[src/rtl/ebs_pkg.sv]
package ebs_pkg;
  typedef enum logic [1:0] {SP_PROG, SP_DATA, SP_IO} space_e;
  typedef enum logic [1:0] {ST_IDLE, ST_RUN, ST_FIN} state_e;
  // request kind index; higher index wins the bus first
  localparam int K_FETCH = 0;
  localparam int K_READ  = 1;
  localparam int K_WRITE = 2;
  localparam int NKIND   = 3;
endpackage

[src/rtl/ebs_arbiter.sv]
module ebs_arbiter #(
  parameter int N = 3
) (
  input  logic [N-1:0] pend_i,
  output logic [N-1:0] grant_o
);
  always_comb begin
    logic found;
    found   = 1'b0;
    grant_o = '0;
    for (int i = N - 1; i >= 0; i--) begin
      if (pend_i[i] && !found) begin
        grant_o[i] = 1'b1;
        found      = 1'b1;
      end
    end
  end
endmodule

[src/rtl/ebs_space_dec.sv]
module ebs_space_dec
  import ebs_pkg::*;
#(
  parameter int          AW        = 16,
  parameter logic [AW-1:0] PERIPH_LO = 16'h7000,
  parameter logic [AW-1:0] PERIPH_HI = 16'h7FFF,
  parameter logic [AW-1:0] EXT_LO    = 16'h8000
) (
  input  space_e        space_i,
  input  logic [AW-1:0] addr_i,
  output logic          is_ext_o,
  output logic          is_periph_o
);
  logic in_data;
  assign in_data     = (space_i == SP_DATA);
  assign is_ext_o    = !in_data || (addr_i >= EXT_LO);
  assign is_periph_o = in_data && (addr_i >= PERIPH_LO) && (addr_i <= PERIPH_HI);
endmodule

[src/rtl/ebs_ctrl.sv]
module ebs_ctrl
  import ebs_pkg::*;
#(
  parameter int N = NKIND
) (
  input  logic         clk_i,
  input  logic         rst_ni,
  input  logic [N-1:0] req_i,
  input  logic [N-1:0] grant_i,
  input  logic         cur_ext_i,
  input  logic         tmg_done_i,
  output logic [N-1:0] pend_o,
  output logic         idle_o,
  output logic         run_o,
  output logic         started_o,
  output logic         step_done_o,
  output logic         stall_o,
  output logic [N-1:0] done_o
);
  state_e       state_q;
  logic [N-1:0] pend_q, mask_q, rest;
  logic         started_q;

  assign idle_o      = (state_q == ST_IDLE);
  assign run_o       = (state_q == ST_RUN);
  assign started_o   = started_q;
  assign pend_o      = pend_q;
  assign stall_o     = !idle_o;
  assign step_done_o = run_o && (!cur_ext_i || (started_q && tmg_done_i));
  assign rest        = pend_q & ~grant_i;
  assign done_o      = (state_q == ST_FIN) ? mask_q : '0;

  always_ff @(posedge clk_i or negedge rst_ni) begin
    if (!rst_ni) begin
      state_q   <= ST_IDLE;
      pend_q    <= '0;
      mask_q    <= '0;
      started_q <= 1'b0;
    end else begin
      case (state_q)
        ST_IDLE: if (|req_i) begin
          pend_q    <= req_i;
          mask_q    <= req_i;
          started_q <= 1'b0;
          state_q   <= ST_RUN;
        end
        ST_RUN: begin
          if (step_done_o) begin
            pend_q    <= rest;
            started_q <= 1'b0;
            if (rest == '0) state_q <= ST_FIN;
          end else if (cur_ext_i && !started_q) begin
            started_q <= 1'b1;
          end
        end
        default: state_q <= ST_IDLE;
      endcase
    end
  end
endmodule

[src/rtl/ext_bus_seq.sv]
module ext_bus_seq
  import ebs_pkg::*;
#(
  parameter int            AW        = 16,
  parameter int            DW        = 16,
  parameter logic [AW-1:0] PERIPH_LO = 16'h7000,
  parameter logic [AW-1:0] PERIPH_HI = 16'h7FFF,
  parameter logic [AW-1:0] EXT_LO    = 16'h8000
) (
  input  logic          clk_i,
  input  logic          rst_ni,
  input  logic          fetch_req_i,
  input  logic [AW-1:0] fetch_addr_i,
  input  logic          rd_req_i,
  input  logic          rd_io_i,
  input  logic [AW-1:0] rd_addr_i,
  input  logic          wr_req_i,
  input  logic          wr_io_i,
  input  logic [AW-1:0] wr_addr_i,
  input  logic [DW-1:0] wr_data_i,
  output logic          stall_o,
  output logic          fetch_done_o,
  output logic [DW-1:0] fetch_data_o,
  output logic          rd_done_o,
  output logic [DW-1:0] rd_data_o,
  output logic          wr_done_o,
  output logic [AW-1:0] ext_addr_o,
  output logic [DW-1:0] ext_wdata_o,
  output logic          ext_we_o,
  input  logic [DW-1:0] ext_rdata_i,
  output logic          prog_sel_no,
  output logic          data_sel_no,
  output logic          io_sel_no,
  output logic          tmg_start_o,
  input  logic          tmg_done_i,
  output logic          int_req_o,
  output logic          int_we_o,
  output logic          int_periph_o,
  output logic [AW-1:0] int_addr_o,
  output logic [DW-1:0] int_wdata_o,
  input  logic [DW-1:0] int_rdata_i
);
  logic [NKIND-1:0] req_vec, pend, grant, done_vec;
  logic             idle, run, started, step_done;
  logic             cur_ext, cur_periph, cur_io, ext_act;
  space_e           cur_sp;
  logic [AW-1:0]    cur_addr;
  logic [DW-1:0]    step_rdata;

  // latched request fields
  logic [AW-1:0] fa_q, ra_q, wa_q;
  logic [DW-1:0] wd_q, rd_q, fd_q;
  logic          rio_q, wio_q;

  assign req_vec[K_FETCH] = fetch_req_i;
  assign req_vec[K_READ]  = rd_req_i;
  assign req_vec[K_WRITE] = wr_req_i;

  ebs_ctrl #(.N(NKIND)) u_ctrl (
    .clk_i      (clk_i),
    .rst_ni     (rst_ni),
    .req_i      (req_vec),
    .grant_i    (grant),
    .cur_ext_i  (cur_ext),
    .tmg_done_i (tmg_done_i),
    .pend_o     (pend),
    .idle_o     (idle),
    .run_o      (run),
    .started_o  (started),
    .step_done_o(step_done),
    .stall_o    (stall_o),
    .done_o     (done_vec)
  );

  ebs_arbiter #(.N(NKIND)) u_arb (
    .pend_i (pend),
    .grant_o(grant)
  );

  always_comb begin
    if (grant[K_WRITE]) begin
      cur_addr = wa_q;
      cur_io   = wio_q;
    end else if (grant[K_READ]) begin
      cur_addr = ra_q;
      cur_io   = rio_q;
    end else begin
      cur_addr = fa_q;
      cur_io   = 1'b0;
    end
    if (grant[K_FETCH])  cur_sp = SP_PROG;
    else if (cur_io)     cur_sp = SP_IO;
    else                 cur_sp = SP_DATA;
  end

  ebs_space_dec #(
    .AW(AW), .PERIPH_LO(PERIPH_LO), .PERIPH_HI(PERIPH_HI), .EXT_LO(EXT_LO)
  ) u_dec (
    .space_i    (cur_sp),
    .addr_i     (cur_addr),
    .is_ext_o   (cur_ext),
    .is_periph_o(cur_periph)
  );

  assign ext_act     = run && cur_ext;
  assign tmg_start_o = ext_act && !started;
  assign prog_sel_no = !(ext_act && cur_sp == SP_PROG);
  assign data_sel_no = !(ext_act && cur_sp == SP_DATA);
  assign io_sel_no   = !(ext_act && cur_sp == SP_IO);
  assign ext_addr_o  = ext_act ? cur_addr : '0;
  assign ext_we_o    = ext_act && grant[K_WRITE];
  assign ext_wdata_o = ext_we_o ? wd_q : '0;

  assign int_req_o    = run && !cur_ext;
  assign int_we_o     = int_req_o && grant[K_WRITE];
  assign int_periph_o = int_req_o && cur_periph;
  assign int_addr_o   = int_req_o ? cur_addr : '0;
  assign int_wdata_o  = int_we_o ? wd_q : '0;

  assign step_rdata = cur_ext ? ext_rdata_i : int_rdata_i;

  always_ff @(posedge clk_i or negedge rst_ni) begin
    if (!rst_ni) begin
      fa_q  <= '0;
      ra_q  <= '0;
      wa_q  <= '0;
      wd_q  <= '0;
      rio_q <= 1'b0;
      wio_q <= 1'b0;
      rd_q  <= '0;
      fd_q  <= '0;
    end else begin
      if (idle && |req_vec) begin
        fa_q  <= fetch_addr_i;
        ra_q  <= rd_addr_i;
        wa_q  <= wr_addr_i;
        wd_q  <= wr_data_i;
        rio_q <= rd_io_i;
        wio_q <= wr_io_i;
      end
      if (step_done && grant[K_READ])  rd_q <= step_rdata;
      if (step_done && grant[K_FETCH]) fd_q <= step_rdata;
    end
  end

  assign rd_data_o    = rd_q;
  assign fetch_data_o = fd_q;
  assign fetch_done_o = done_vec[K_FETCH];
  assign rd_done_o    = done_vec[K_READ];
  assign wr_done_o    = done_vec[K_WRITE];
endmodule

[config.mk]
export PLATFORM = sky130hd
export DESIGN_NAME = ext_bus_seq
export DESIGN_NICKNAME = d
export VERILOG_FILES = /design/src/rtl/ebs_pkg.sv /design/src/rtl/ebs_arbiter.sv /design/src/rtl/ebs_space_dec.sv /design/src/rtl/ebs_ctrl.sv /design/src/rtl/ext_bus_seq.sv
export SDC_FILE = /design/constraint.sdc
export NUM_CORES = 1
export LEC_CHECK = 0
export BUFFER_PORTS_ARGS = -buffer_cell sky130_fd_sc_hd__buf_4
export CORE_ASPECT_RATIO = 2
export CORE_MARGIN = 2
export CORE_UTILIZATION = 54
export CTS_BUF_LIST = sky130_fd_sc_hd__clkbuf_8
export CTS_CLUSTER_SIZE = 40
export DETAILED_ROUTE_END_ITERATION = 8
export PLACE_DENSITY_LB_ADDON = 0.08
export SLEW_MARGIN = 20
export SYNTH_ARGS = -nofsm -noshare
export SYNTH_HDL_FRONTEND = slang
export SYNTH_SLANG_ARGS = --single-unit
[constraint.sdc]
create_clock -name clk_i -period 5.6 [get_ports clk_i]
set_input_delay 0.28 -clock clk_i [delete_from_list [all_inputs] [get_ports clk_i]]
set_output_delay 0.28 -clock clk_i [all_outputs]
set_load 0.02 [all_outputs]
* Yosys cells after proc, flatten, opt, wreduce, memory -nomap -nowiden
Index checks and enable logic that the tools add are counted.
W data, S select, Z words.
** Storage, ports and cells
- Word-level logic and storage cells :: 91
- Memory bits (read-only) :: 0
- Bits in writable memories :: 0
- Latch bits :: 0
- Bits in registers :: 107
- Memories :: 0
** Cells by class
- $lt $le $gt $ge :: 3
- Shift-type cells :: 0
- Eq/ne operators :: 8
- $add $sub $neg :: 0
- Multiply operators :: 0
- Muxes and demuxes :: 27
- Reductions and logical operators :: 39
- Divide/modulo/power cells :: 0
- Bitwise logic cells :: 2
** Operators by type and width (number)
- $mux W16 :: 7
- $logic_and A1 B1 Y1 :: 19
- $ge A16 B15 Y1 const B :: 1
- $ge A16 B16 Y1 const B :: 1
- $le A16 B15 Y1 const B :: 1
- $mux W2 :: 5
- $logic_not A1 Y1 :: 9
- $mux W1 :: 9
- $mux W3 :: 3
- $reduce_and A3 Y1 :: 3
- $ne A2 B1 Y1 const B :: 3
- $pmux W3 S2 :: 1
- $eq A2 B1 Y1 const B :: 2
- $eq A2 B2 Y1 const B :: 2
- $logic_not A2 Y1 :: 2
- $pmux W2 S2 :: 1
- $and A3 B3 Y3 :: 1
- $logic_not A3 Y1 :: 1
- $ne A3 B1 Y1 const B :: 1
- $not A3 Y3 :: 1
- $reduce_or A3 Y1 :: 1
- $logic_or A1 B1 Y1 :: 2
- $pmux W1 S2 :: 1
- $reduce_and A2 Y1 :: 1
- $reduce_bool A2 Y1 :: 1

* Longest topological paths before layout
Gate-level depths: netlist of run 1.
- Depth in word-level cells :: 16
- Depth in mapped cells :: 7
- Gate-level depth less buffers :: 4

* Cells and area by module
From an unflattened synthesis of run 1, not the netlist that was laid out.
** Unflattened totals
- Cells, all modules :: 460
- Area, all modules :: 5315.1 um^2
** By module, submodules not included
- ext_bus_seq :: instances 1, cells an instance 412, area an instance 4802.1 um^2, sequential area each 2452.4 um^2
- ebs_ctrl :: instances 1, cells an instance 41, area an instance 466.7 um^2, sequential area each 225.2 um^2
- ebs_arbiter :: instances 1, cells an instance 3, area an instance 26.3 um^2, sequential area each 0.0 um^2
- ebs_space_dec :: instances 1, cells an instance 4, area an instance 20.0 um^2, sequential area each 0.0 um^2

* Worst setup path after synthesis of run 1
OpenSTA, ideal clock, no wires.
- Kind :: reg-to-output
- Start :: reg u_ctrl.pend_q[2] (netlist: u_ctrl.pend_o[2])
- End :: out int_periph_o
- Arrival time :: 1.856 ns
- Cell stages (with the launch flop) :: 6
- Slack :: 3.464 ns
- Buffers on the path :: 3
- Data required time :: 5.320 ns
- Cells stage by stage :: dfrtp_1 buf_2 buf_2 buf_1 a21oi_1 nor4_1
** Between the ends
- Cells in the longest elaborated chain, start to end :: 14
** Ends and longest elaborated chain
- start, declared :: RTL line ebs_ctrl.sv:21 : logic [N-1:0] pend_q, mask_q, rest;
- start signal, assigned :: RTL line ebs_ctrl.sv:42 : pend_q <= req_i;
- start signal, assigned :: RTL line ebs_ctrl.sv:49 : pend_q <= rest;
- $mux W1 * :: RTL line ebs_arbiter.sv:12 : if (pend_i[i] && !found) begin
- branches (longest 12 deep; another with $ge A16 B16 Y1)
- $logic_and A1 B1 Y1 * :: RTL line ext_bus_seq.sv:116 : assign int_periph_o = int_req_o && cur_periph;
- end, declared :: RTL line ext_bus_seq.sv:38 : output logic int_periph_o,
Mark *: on every way between the ends.

* Worst setup path after layout of run 1
- Start :: reg u_ctrl.pend_q[1] (netlist: u_ctrl.pend_o[1])
- End :: out int_periph_o
** Between the ends
- Cells in the longest elaborated chain, start to end :: 12
** Ends and longest elaborated chain (RTL line)
- $logic_and A1 B1 Y1 * :: ebs_arbiter.sv:12
- branches (longest 10 deep; another with $ge A16 B16 Y1)
- $logic_and A1 B1 Y1 * :: ext_bus_seq.sv:116
Marks and branches as above.

==> impl_results.rst, run 1 <==
.. list-table::
   :header-rows: 1

   * - Metric
     - Value
   * - Worst-margin pin slew
     - 0.988 ns
   * - Sequential cell area
     - 0.00268 sq mm
   * - Syn-to-layout area delta
     - 36.1%
   * - Clock insertion delay at the later pin of the skew report
     - 0.37 ns
   * - Kind of critical path
     - flop to output port
   * - Vertical die dimension
     - 142 microns
   * - Die area
     - 0.0103 sq mm
   * - Clock tree root buffer cell
     - sky130_fd_sc_hd__clkbuf_8
   * - Sum of routed wire length over all layers
     - 14,200 microns
   * - GPL Wtd Cong
     - 0.863
   * - Final critical-path share of the clock period
     - 55.0%
   * - Synthesized netlist net count
     - 702
   * - Data required time of the critical path
     - 5.32 ns
   * - Final setup viols
     - 0
   * - Final number of max-transition violations
     - 0
   * - Shortest period the worst path allows
     - 3.08 ns
   * - Nature of the critical path endpoint
     - output port
   * - Result of the run
     - complete, no violations
   * - Average cell area after synthesis
     - 8.58 sq um
   * - Number of flip-flops and latches in the synthesized netlist
     - 107
   * - Antenna Cells
     - 0
   * - Number of global-route vias before repair
     - 4,759
   * - CP max-delay cell
     - sky130_fd_sc_hd__nand3_1
   * - Max-capacitance violation count
     - 0
   * - Class of the most critical hold timing path
     - input pin to flop
   * - WP data arrival
     - 2.80 ns
   * - Placement row count
     - 50
   * - Most Frequent Cell on Critical Path
     - sky130_fd_sc_hd__buf_4
   * - XOR/XNOR share of the synthesized area
     - 0%
   * - Cell Chain, Critical Path
     - buf_4 > mux2i_1 > o21a_1 > nand3_1 > nor4_1 > buf_4
   * - Depth of the CTS H-tree
     - 3
   * - Total vias in the final route
     - 4,900
   * - Total global routing track utilization
     - 27.5%
   * - Starting density of the core
     - 55.1%
   * - Count of hold-fix buffers inserted at cts
     - 1
   * - Synth top area share
     - 52.2%
   * - Number of post-CTS setup repair buffers
     - 0
   * - Residual antenna-violating net count after detailed routing
     - 0
   * - Setup TNS
     - 0 ns
   * - Register area share after synthesis
     - 52.2%
   * - Total clock sinks
     - 107
   * - Leakage power
     - 0.00364 uW
   * - Clock Skew
     - 0.0139 ns
   * - Drt wl/cell
     - 15.8 microns
   * - Worst slew margin
     - 34.2%
   * - Number of DRC markers after the initial detailed-route iteration
     - 242
   * - Area occupied by multi-input gates
     - 0.00230 sq mm
   * - Cell Pwr Density
     - 602 mW/mm^2
   * - Core Area
     - 0.00932 sq mm
   * - Main combinational cell family by area after synthesis
     - simple AND/OR/NAND/NOR gates
   * - Mux share of post-synthesis cell area
     - 6.83%
   * - Highest attainable clock frequency
     - 0.325 GHz
   * - IO buf count
     - 210
   * - Yosys top cell by area
     - sky130_fd_sc_hd__dfrtp_1
   * - Synthesized-area fraction occupied by adder cells
     - 0.195%
   * - Global-route wire length before repair
     - 22,000 microns
   * - Avg Vias per Cell
     - 5.44
   * - Worst-path maximum fanout
     - 26
   * - Simple logic cell fraction of the synthesized area
     - 30.0%
   * - Highest ir drop seen on vdd
     - 0.000411 V
   * - Total standard cell area after synthesis
     - 0.00513 sq mm
   * - Total DRC errors in the routed layout
     - 0
   * - Boundary pin count
     - 212
   * - Width of the chip
     - 72.9 microns
   * - Final net count
     - 896
   * - Pin count of the biggest net entering global routing
     - 79
   * - GRT overflow
     - 0
   * - Clock Path Buffers
     - 2
   * - Complex-gate fraction of the synthesized area
     - 7.31%
   * - Fillers
     - 707
   * - Setup repair after global routing missed its margin
     - no
   * - Total clock buffers created by CTS
     - 9
   * - Longest individual stage delay on the worst path
     - 0.53 ns
   * - CP delay by family, top
     - simple AND/OR/NAND/NOR gates
   * - Gates resized, CTS repair
     - 0
   * - Yosys synthesis warning count
     - 0
   * - 1st-pass router iterations
     - 5
   * - Clock transition at the registers of the reported paths
     - 0.10 ns
   * - Hold Vio Cnt, Final
     - 0
   * - Share of cells above drive strength 1
     - 32.7%
   * - Total Power Consumption
     - 4200 uW
   * - Cell types with the largest area share after synthesis
     - sky130_fd_sc_hd__dfrtp_1 52%, sky130_fd_sc_hd__nand2_1 15%, sky130_fd_sc_hd__nor2_1 5.0%
   * - Initial antenna violation count
     - 0
   * - Number of buffers and inverters on the critical path
     - 2
   * - Final HPWL DP
     - 10,600 microns
   * - Type of origin of the critical path
     - flop
   * - Clock tree from TritonCTS
     - done
   * - Cells after synthesis
     - 598
   * - Number of distinct library cell variants in the gate-level netlist after synthesis
     - 38
==> cell usage in the layout (no fill, tap or decap), types with 2 or more instances in the layout <==
cell type / instances
sky130_fd_sc_hd__or3_1: 2
sky130_fd_sc_hd__clkinvlp_4: 2
sky130_fd_sc_hd__a31o_2: 2
sky130_fd_sc_hd__and2_1: 36
sky130_fd_sc_hd__nor2b_1: 2
sky130_fd_sc_hd__nor4_1: 17
sky130_fd_sc_hd__mux2i_1: 17
sky130_fd_sc_hd__a211oi_1: 16
sky130_fd_sc_hd__clkbuf_8: 10
sky130_fd_sc_hd__buf_4: 219
sky130_fd_sc_hd__a22o_1: 2
sky130_fd_sc_hd__nor3_1: 17
sky130_fd_sc_hd__clkinv_2: 2
sky130_fd_sc_hd__dfrtp_1: 107
sky130_fd_sc_hd__o21ai_1: 2
sky130_fd_sc_hd__o21ai_0: 3
sky130_fd_sc_hd__a21oi_1: 18
sky130_fd_sc_hd__nor2_1: 68
sky130_fd_sc_hd__inv_1: 4
sky130_fd_sc_hd__mux2_2: 16
sky130_fd_sc_hd__nand2_1: 211
sky130_fd_sc_hd__o21a_1: 2
sky130_fd_sc_hd__nand3_1: 3
==> synthesized netlist by cell type <==
cell type	n
sky130_fd_sc_hd__o211ai_1	1
sky130_fd_sc_hd__buf_4	2
sky130_fd_sc_hd__or3_1	2
sky130_fd_sc_hd__clkbuf_1	26
sky130_fd_sc_hd__buf_2	4
sky130_fd_sc_hd__o22ai_1	1
sky130_fd_sc_hd__nor3_1	17
sky130_fd_sc_hd__o211a_1	1
sky130_fd_sc_hd__nand2b_1	1
sky130_fd_sc_hd__buf_6	1
sky130_fd_sc_hd__and2_1	36
sky130_fd_sc_hd__a211oi_1	16
sky130_fd_sc_hd__maj3_1	1
sky130_fd_sc_hd__nor3_2	1
sky130_fd_sc_hd__a21o_1	1
sky130_fd_sc_hd__nor2_1	68
sky130_fd_sc_hd__a22o_1	2
sky130_fd_sc_hd__mux2i_1	17
sky130_fd_sc_hd__nor2b_1	2
sky130_fd_sc_hd__nor4_1	17
sky130_fd_sc_hd__dfrtp_1	107
sky130_fd_sc_hd__o31a_1	1
sky130_fd_sc_hd__nand3_1	3
sky130_fd_sc_hd__a2111oi_4	1
sky130_fd_sc_hd__or2_2	1
sky130_fd_sc_hd__o21ai_1	3
sky130_fd_sc_hd__o21ai_0	3
sky130_fd_sc_hd__mux2_2	16
sky130_fd_sc_hd__a31o_2	2
sky130_fd_sc_hd__conb_1	1
sky130_fd_sc_hd__nand2_1	211
sky130_fd_sc_hd__buf_1	5
sky130_fd_sc_hd__a21oi_1	18
sky130_fd_sc_hd__o21a_1	2
sky130_fd_sc_hd__inv_1	4
sky130_fd_sc_hd__o31ai_1	1
sky130_fd_sc_hd__a32o_1	1
sky130_fd_sc_hd__or3b_4	1
==> stage by stage <==
| stage | cell area (sq um) | util, % | setup WS, ns | hold slack, ns | std cells |
|---|---|---|---|---|---|
| floorplan | 5130 | - | 3.46 | -0.0156 | 598 |
| global placement | 6760 | 72.5 | 2.82 | 0.218 | 883 |
| detailed placement | 6760 | 72.5 | 2.76 | 0.225 | 883 |
| CTS | 6970 | 74.8 | 2.34 | 0.0745 | 900 |
| global route | 6990 | 74.9 | 2.21 | 0.0722 | 901 |
| finish | 6990 | 74.9 | 2.52 | 0.0895 | 901 |
==> final timing paths <==
kind / startpoint / end / slack [ns] / depth (start not counted)
min in group asynchronous: rst_ni / fetch_data_o[14]$_DFFE_PN0P_ / 0.36 / 2
max in group asynchronous: rst_ni / ra_q[8]$_DFFE_PN0P_ / 3.93 / 3
worst min register to register: fa_q[11]$_DFFE_PN0P_ / fa_q[11]$_DFFE_PN0P_ / 0.48 / 2
worst min-delay path: rd_addr_i[15] / ra_q[15]$_DFFE_PN0P_ / 0.09 / 3
worst max register to register: u_ctrl.pend_o[1]$_DFFE_PN0P_ / rd_data_o[2]$_DFFE_PN0P_ / 3.00 / 5
worst max-delay path: u_ctrl.pend_o[1]$_DFFE_PN0P_ / int_periph_o / 2.52 / 6
==> report_power, final <==
part	switching, uW	leakage, uW	internal (uW)
combinational	1420	0.00224	895
clock	257	0.0000987	219
sequential	255	0.00131	1160
total	1940	0.00364	2270
==> cell families (layout without fill, tap and decap cells) <==
family | count (synthesis) | after routing
compound gates | 54 | 54
other cells | 1 | 1
mux | 33 | 33
flops | 107 | 107
buf+inv | 42 | 241
fa+ha+maj | 1 | 1
simple gates | 360 | 360
==> state kept, by name, indices dropped and copies added (netlist names) <==
name	cells
wd_q	16
u_ctrl.started_o	1
fetch_data_o	16
u_ctrl.mask_q	3
u_ctrl.state_q	2
wio_q	1
wa_q	16
rd_data_o	16
fa_q	16
u_ctrl.pend_o	3
ra_q	16
rio_q	1
==> tightest hold or removal path, cell delays in order <==
cell and delay, ns:
sky130_fd_sc_hd__buf_4 0.08, sky130_fd_sc_hd__nand2_1 0.04, sky130_fd_sc_hd__nand2_1 0.05
==> area by class of cell <==
type                    count  share of cell area (%)
well taps                 104                    1.86
flip-flops and latches    107                    38.3
repair buffers            221                    23.8
clock buffers              10                    1.97
clock inverters             6                   0.913
inverters                   4                   0.215
multi-input cells         449                    32.9
==> metal layers <==
layer  vias to the layer above  share of wire (%)  GRT usage (%)  routed length [microns]
met5                         -                  0              0                        0
met4                         0                4.2           14.8                      596
met3                        47                5.5           4.47                      787
met2                       207                 55           48.8                     7790
met1                      2308                 35           30.3                     5040
li1                       2338                  -              -                        -
(Power assumes the default switching activity.)
==> run 2, diff against run 1 <==
Settings changed: CORE_UTILIZATION 54 to 45.
Clock period 5.6 ns to 2.71 ns, I/O delays scaled along.
==> run 2 against run 1 <==
Compared with the run above: combinational power up 120%; first-iteration DRC count decreased by 3.3%; largest cell class unchanged; clock power is 90% higher; critical path type unchanged; cell count grew 13%; sequential share of layout area fell by 4.1 points; setup slack lost 2.1 ns; largest power group unchanged.
==> impl_results.rst, run 2 (synthesis gave the netlist of run 1 again) <==
.. list-table::
   :header-rows: 1

   * - Metric
     - Value
   * - Kind of critical path
     - flop to output port
   * - Data required time of the critical path
     - 2.57 ns
   * - Startpoint of the most critical setup path
     - u_ctrl.state_q[0]$_DFFE_PN0P_
   * - CP max-delay cell
     - sky130_fd_sc_hd__nor2b_1
   * - Placement row count
     - 55
   * - Sum of routed wire length over all layers
     - 15,700 microns
   * - Gates resized, CTS repair
     - 0
   * - Depth of the CTS H-tree
     - 3
   * - Global-route wire length before repair
     - 25,200 microns
   * - Cell Chain, Critical Path
     - nor2b_1 > nand2_1 > nor3_1 > buf_4 > and2_1 > buf_4
   * - Pint
     - 4730 uW
   * - Core Area
     - 0.0112 sq mm
   * - GRT overflow
     - 0
   * - Shortest period the worst path allows
     - 2.33 ns
   * - Antenna Cells
     - 0
   * - Setup TNS
     - 0 ns
   * - Number of global-route vias before repair
     - 5,310
   * - WP data arrival
     - 2.20 ns
   * - GPL Wtd Cong
     - 0.841
   * - Clock share of power
     - 10.3%
   * - Clock Path Buffers
     - 2
   * - Die area
     - 0.0123 sq mm
   * - 1st-pass router iterations
     - 4
   * - Number of buffers and inverters on the critical path
     - 2
   * - Count of hold-fix buffers inserted at cts
     - 74
   * - Vertical die dimension
     - 155 microns
   * - Total vias in the final route
     - 5,180
   * - Number of DRC markers after the initial detailed-route iteration
     - 234
   * - Worst-margin pin slew
     - 0.765 ns
   * - Avg Vias per Cell
     - 5.08
   * - Width of the chip
     - 79.5 microns
   * - CP delay by family, top
     - simple AND/OR/NAND/NOR gates
   * - Longest individual stage delay on the worst path
     - 0.50 ns
   * - Logic pwr share
     - 56.9%
   * - R2r worst-path depth
     - 5
   * - Switching power
     - 4070 uW
   * - Critical path depth in cells
     - 6
   * - Total clock sinks
     - 107
   * - Power share of the sequential group
     - 32.9%
   * - Switching Fraction
     - 46.3%
   * - Worst R2R Start
     - u_ctrl.pend_o[1]$_DFFE_PN0P_
   * - Starting density of the core
     - 45.8%
   * - Setup repair after global routing missed its margin
     - no
   * - Highest ir drop seen on vdd
     - 0.000723 V
   * - Pin count of the biggest net entering global routing
     - 59
   * - Post-Route Hold Slack
     - 0.0141 ns
   * - Final number of max-transition violations
     - 0
   * - Clock insertion delay at the later pin of the skew report
     - 0.37 ns
   * - Worst reg2reg path endpoint
     - u_ctrl.pend_o[2]$_DFFE_PN0P_
   * - Clock transition at the registers of the reported paths
     - 0.09 ns
   * - Highest attainable clock frequency
     - 0.429 GHz
   * - Drt wl/cell
     - 15.4 microns
   * - Hold Vio Cnt, Final
     - 0
   * - Final net count
     - 976
   * - Type of origin of the critical path
     - flop
   * - Total clock buffers created by CTS
     - 9
   * - Cell area reported after detailed placement
     - 0.00690 sq mm
   * - CP Capture Point
     - int_wdata_o[12]
   * - Max-capacitance violation count
     - 0
   * - Most Frequent Cell on Critical Path
     - sky130_fd_sc_hd__buf_4
   * - Residual antenna-violating net count after detailed routing
     - 0
   * - Cell Pwr Density
     - 1130 mW/mm^2
   * - Clock tree from TritonCTS
     - done
   * - Boundary pin count
     - 212
   * - Final HPWL DP
     - 11,200 microns
   * - Final setup viols
     - 0
   * - Worst-path maximum fanout
     - 17
   * - Setup slack on the worst flop-to-flop path
     - 0.68 ns
   * - Clock tree root buffer cell
     - sky130_fd_sc_hd__clkbuf_8
   * - Initial antenna violation count
     - 0
   * - Class of the most critical hold timing path
     - input pin to flop
   * - Clock Skew
     - 0.00925 ns
   * - Share of cells above drive strength 1
     - 30.6%
   * - Leakage power
     - 0.00398 uW
   * - Total DRC errors in the routed layout
     - 0
   * - Total global routing track utilization
     - 25.8%
   * - Number of post-CTS setup repair buffers
     - 0
   * - Top library cells by usage in the layout, fill and taps aside
     - 225 x sky130_fd_sc_hd__buf_4, 211 x sky130_fd_sc_hd__nand2_1, 107 x sky130_fd_sc_hd__dfrtp_1
   * - Nature of the critical path endpoint
     - output port
   * - Leading cell type in the layout, fill and taps excluded
     - sky130_fd_sc_hd__buf_4
   * - IO buf count
     - 210
   * - Layout Cell Area excl Fill
     - 0.00781 sq mm
   * - Result of the run
     - complete, no violations
   * - Worst slew margin
     - 49.0%
   * - Final critical-path share of the clock period
     - 86.1%
   * - Syn-to-layout area delta
     - 52.2%
-- run 2: layout make-up --
| cell class | count | area (sq um) |
|---|---|---|
| Clock buffer | 10 | 138 |
| Clock inverter | 6 | 40.0 |
| Fill cell | 932 | 3400 |
| Inverter | 4 | 15.0 |
| Multi-Input combinational cell | 449 | 2300 |
| Sequential cell | 107 | 2680 |
| Tap cell | 142 | 178 |
| Timing Repair Buffer | 301 | 2470 |
-- run 2: worst min path at each step --
stage                   start                           to  slack, ns  cells after the start
5_1_grt        ext_rdata_i[1]  fetch_data_o[1]$_DFFE_PN0P_     0.0003                      2
2_1_floorplan          rst_ni          fa_q[0]$_DFFE_PN0P_      -0.16                      0
3_3_place_gp           rst_ni    rd_data_o[14]$_DFFE_PN0P_       0.24                      1
6_report       ext_rdata_i[3]  fetch_data_o[3]$_DFFE_PN0P_       0.01                      2
3_5_place_dp           rst_ni    rd_data_o[11]$_DFFE_PN0P_       0.26                      1
4_1_cts        ext_rdata_i[1]  fetch_data_o[1]$_DFFE_PN0P_     0.0008                      2
-- run 2: layer usage --
layer | global-route usage, % | vias up | part of all wire [%]
li1 | - | 2500 | -
met1 | 28.2 | 2469 | 36
met2 | 48.4 | 183 | 56
met3 | 3.71 | 28 | 5.2
met4 | 10.3 | 0 | 2.5
met5 | 0 | - | 0
-- run 2: per-stage QoR --
stage / util [%] / cells / power [uW] / setup WS (ns)
2_1_floorplan: - / 598 / 5920 / 0.719
3_3_place_gp: 61.5 / 929 / 7710 / 0.733
3_5_place_dp: 61.5 / 929 / 7850 / 0.704
4_1_cts: 69.7 / 1019 / 8850 / 0.385
5_1_grt: 69.7 / 1019 / 9510 / 0.0972
6_report: 69.7 / 1019 / 8810 / 0.378
-- run 2: power by group through the flow --
stage	Combinational (uW)	Clock [uW]	Sequential (uW)
global route	5510	993	3000
detailed placement	4910	0	2940
floorplan	2860	0	3060
finish	5010	903	2900
CTS	5020	932	2900
global placement	4820	0	2890
-- run 2: worst register-to-register path: cells and delay by family, from the launching register on --
| kind | cells | cell delay [ns] |
|---|---|---|
| simple gates | 1 | 0.38 |
| flops | 1 | 0.47 |
| buf+inv | 1 | 0.27 |
| compound gates | 3 | 0.82 |
==> run 3, diff against run 2 <==
Settings changed: CORE_UTILIZATION 45 to 50, PLACE_DENSITY_LB_ADDON 0.08 to 0.12.
Clock period 2.71 ns to 2.4 ns, I/O delays scaled along.
==> run 3 against run 2 <==
Compared with the run above: critical path type unchanged; cell count up 0.49%; clock power up 22%; critical endpoint is now int_wdata_o[11]; combinational power up 14%; largest power group unchanged; via count up 2.5%; sequential power up 13%.
==> impl_results.rst, run 3 (synthesis gave the netlist of run 1 again) <==
.. list-table::
   :header-rows: 1

   * - Metric
     - Value
   * - Result of the run
     - complete, no violations
   * - Worst slack at placement
     - 0.426 ns
   * - Final Worst Setup Slack
     - 0.196 ns
   * - Worst-margin pin slew
     - 0.885 ns
   * - Total DRC errors in the routed layout
     - 0
   * - Final HPWL DP
     - 10,900 microns
   * - Residual antenna-violating net count after detailed routing
     - 0
   * - Starting density of the core
     - 50.9%
   * - Setup repair after global routing missed its margin
     - no
   * - Number of buffers and inverters on the critical path
     - 3
   * - Leading cell type in the layout, fill and taps excluded
     - sky130_fd_sc_hd__buf_4
   * - Highest ir drop seen on vdd
     - 0.000846 V
   * - Setup TNS
     - 0 ns
   * - Clock tree root buffer cell
     - sky130_fd_sc_hd__clkbuf_8
   * - IO buf count
     - 210
   * - Cell Pwr Density
     - 1270 mW/mm^2
   * - Antenna Cells
     - 0
   * - Depth of the CTS H-tree
     - 3
   * - Kind of critical path
     - flop to output port
   * - Most Frequent Cell on Critical Path
     - sky130_fd_sc_hd__buf_4
   * - Total Power Consumption
     - 10,100 uW
   * - WP data arrival
     - 2.08 ns
   * - Max-capacitance violation count
     - 0
   * - Type of origin of the critical path
     - flop
   * - GRT overflow
     - 0
   * - Post-Place Cells
     - 924
   * - CP max-delay cell
     - sky130_fd_sc_hd__dfrtp_1
   * - Data required time of the critical path
     - 2.28 ns
   * - Final setup viols
     - 0
   * - Total clock buffers created by CTS
     - 9
   * - Area occupied by multi-input gates
     - 0.00230 sq mm
   * - Worst slew margin
     - 41.0%
   * - Clock Path Buffers
     - 2
   * - Final number of max-transition violations
     - 0
   * - CP delay by family, top
     - buffers and inverters
   * - Die area
     - 0.0111 sq mm
   * - Initial antenna violation count
     - 0
   * - Clock tree from TritonCTS
     - done
   * - Leakage power
     - 0.00404 uW
   * - Clock Skew
     - 0.0108 ns
   * - Fillers
     - 670
   * - Class of the most critical hold timing path
     - input pin to flop
   * - GPL Wtd Cong
     - 0.899
   * - 1st-pass router iterations
     - 7
   * - Longest individual stage delay on the worst path
     - 0.52 ns
   * - Avg Vias per Cell
     - 5.18
   * - Final net count
     - 988
   * - Total vias in the final route
     - 5,309
   * - Core Area
     - 0.0101 sq mm
   * - Vertical die dimension
     - 147 microns
   * - Width of the chip
     - 75.6 microns
   * - Final critical-path share of the clock period
     - 91.8%
   * - Hold Vio Cnt, Final
     - 0
   * - Number of global-route vias before repair
     - 5,269
   * - Placement row count
     - 52
   * - Number of post-CTS setup repair buffers
     - 0
   * - Boundary pin count
     - 212
   * - Sum of routed wire length over all layers
     - 16,000 microns
   * - Sequential cell area
     - 0.00268 sq mm
   * - Shortest period the worst path allows
     - 2.20 ns
   * - Cell Chain, Critical Path
     - buf_6 > nand2_1 > nor3_1 > buf_4 > and2_1 > buf_4
   * - Worst-path maximum fanout
     - 38
   * - Total global routing track utilization
     - 29.1%
   * - Top library cells by usage in the layout, fill and taps aside
     - 227 x sky130_fd_sc_hd__buf_4, 211 x sky130_fd_sc_hd__nand2_1, 107 x sky130_fd_sc_hd__dfrtp_1
   * - Highest attainable clock frequency
     - 0.454 GHz
   * - Share of the core filled with cells in the final layout
     - 78.6%
   * - Fin cells
     - 1,024
   * - Number of DRC markers after the initial detailed-route iteration
     - 355
   * - Global-route wire length before repair
     - 24,900 microns
   * - Share of cells above drive strength 1
     - 30.3%
   * - Nature of the critical path endpoint
     - output port
   * - Syn-to-layout area delta
     - 54.5%
   * - Clock transition at the registers of the reported paths
     - 0.09 ns
   * - Total clock sinks
     - 107
   * - Clock insertion delay at the later pin of the skew report
     - 0.37 ns
   * - Pin count of the biggest net entering global routing
     - 57
   * - Drt wl/cell
     - 15.6 microns
==> run 3: what timing repair did <==
action | CTS | global route
endpoints found under the hold margin | 137 | 0
hold buffers | 84 | 0
resized for setup | 0 | 2
setup endpoints to repair | 0 | 23
==> run 3: worst paths after layout <==
check / from / endpoint / slack (ns) / cells after the start
worst max-delay path: u_ctrl.pend_o[2]$_DFFE_PN0P_ / int_wdata_o[11] / 0.20 / 6
min in group asynchronous: rst_ni / rd_data_o[14]$_DFFE_PN0P_ / 0.34 / 2
worst min-delay path: wr_req_i / u_ctrl.pend_o[2]$_DFFE_PN0P_ / 0.03 / 2
worst max register to register: u_ctrl.pend_o[1]$_DFFE_PN0P_ / rd_data_o[7]$_DFFE_PN0P_ / 0.32 / 5
max in group asynchronous: rst_ni / ra_q[0]$_DFFE_PN0P_ / 1.37 / 3
worst min register to register: fa_q[10]$_DFFE_PN0P_ / fa_q[10]$_DFFE_PN0P_ / 0.48 / 2
==> run 3: cell type report <==
type / count / share of cell area, %
repair buffers: 313 / 32.5
multi-input cells: 449 / 29.0
clock inverters: 7 / 0.884
well taps: 135 / 2.13
flip-flops and latches: 107 / 33.8
clock buffers: 9 / 1.56
inverters: 4 / 0.189
==> run 3: stage by stage <==
step           hold slack (ns)  cell area, sq um
2_1_floorplan           -0.176              5130
3_3_place_gp             0.210              6890
3_5_place_dp             0.225              6890
4_1_cts                 0.0152              7920
5_1_grt                 0.0182              7930
6_report                0.0288              7930
==> run 3: where the power goes <==
group / internal, uW / switching (uW) / total [uW]
Clock: 481 / 618 / 1100
Sequential: 2700 / 599 / 3290
Combinational: 2260 / 3440 / 5700
Total: 5440 / 4660 / 10100
==> run 3: metal layers <==
metal,up-vias,track usage [%],part of all wire (%)
met1,2513,32.8,36
met3,43,5.01,5.3
met5,-,0,0
met2,227,51.7,56
li1,2526,-,-
met4,0,12.1,3.2
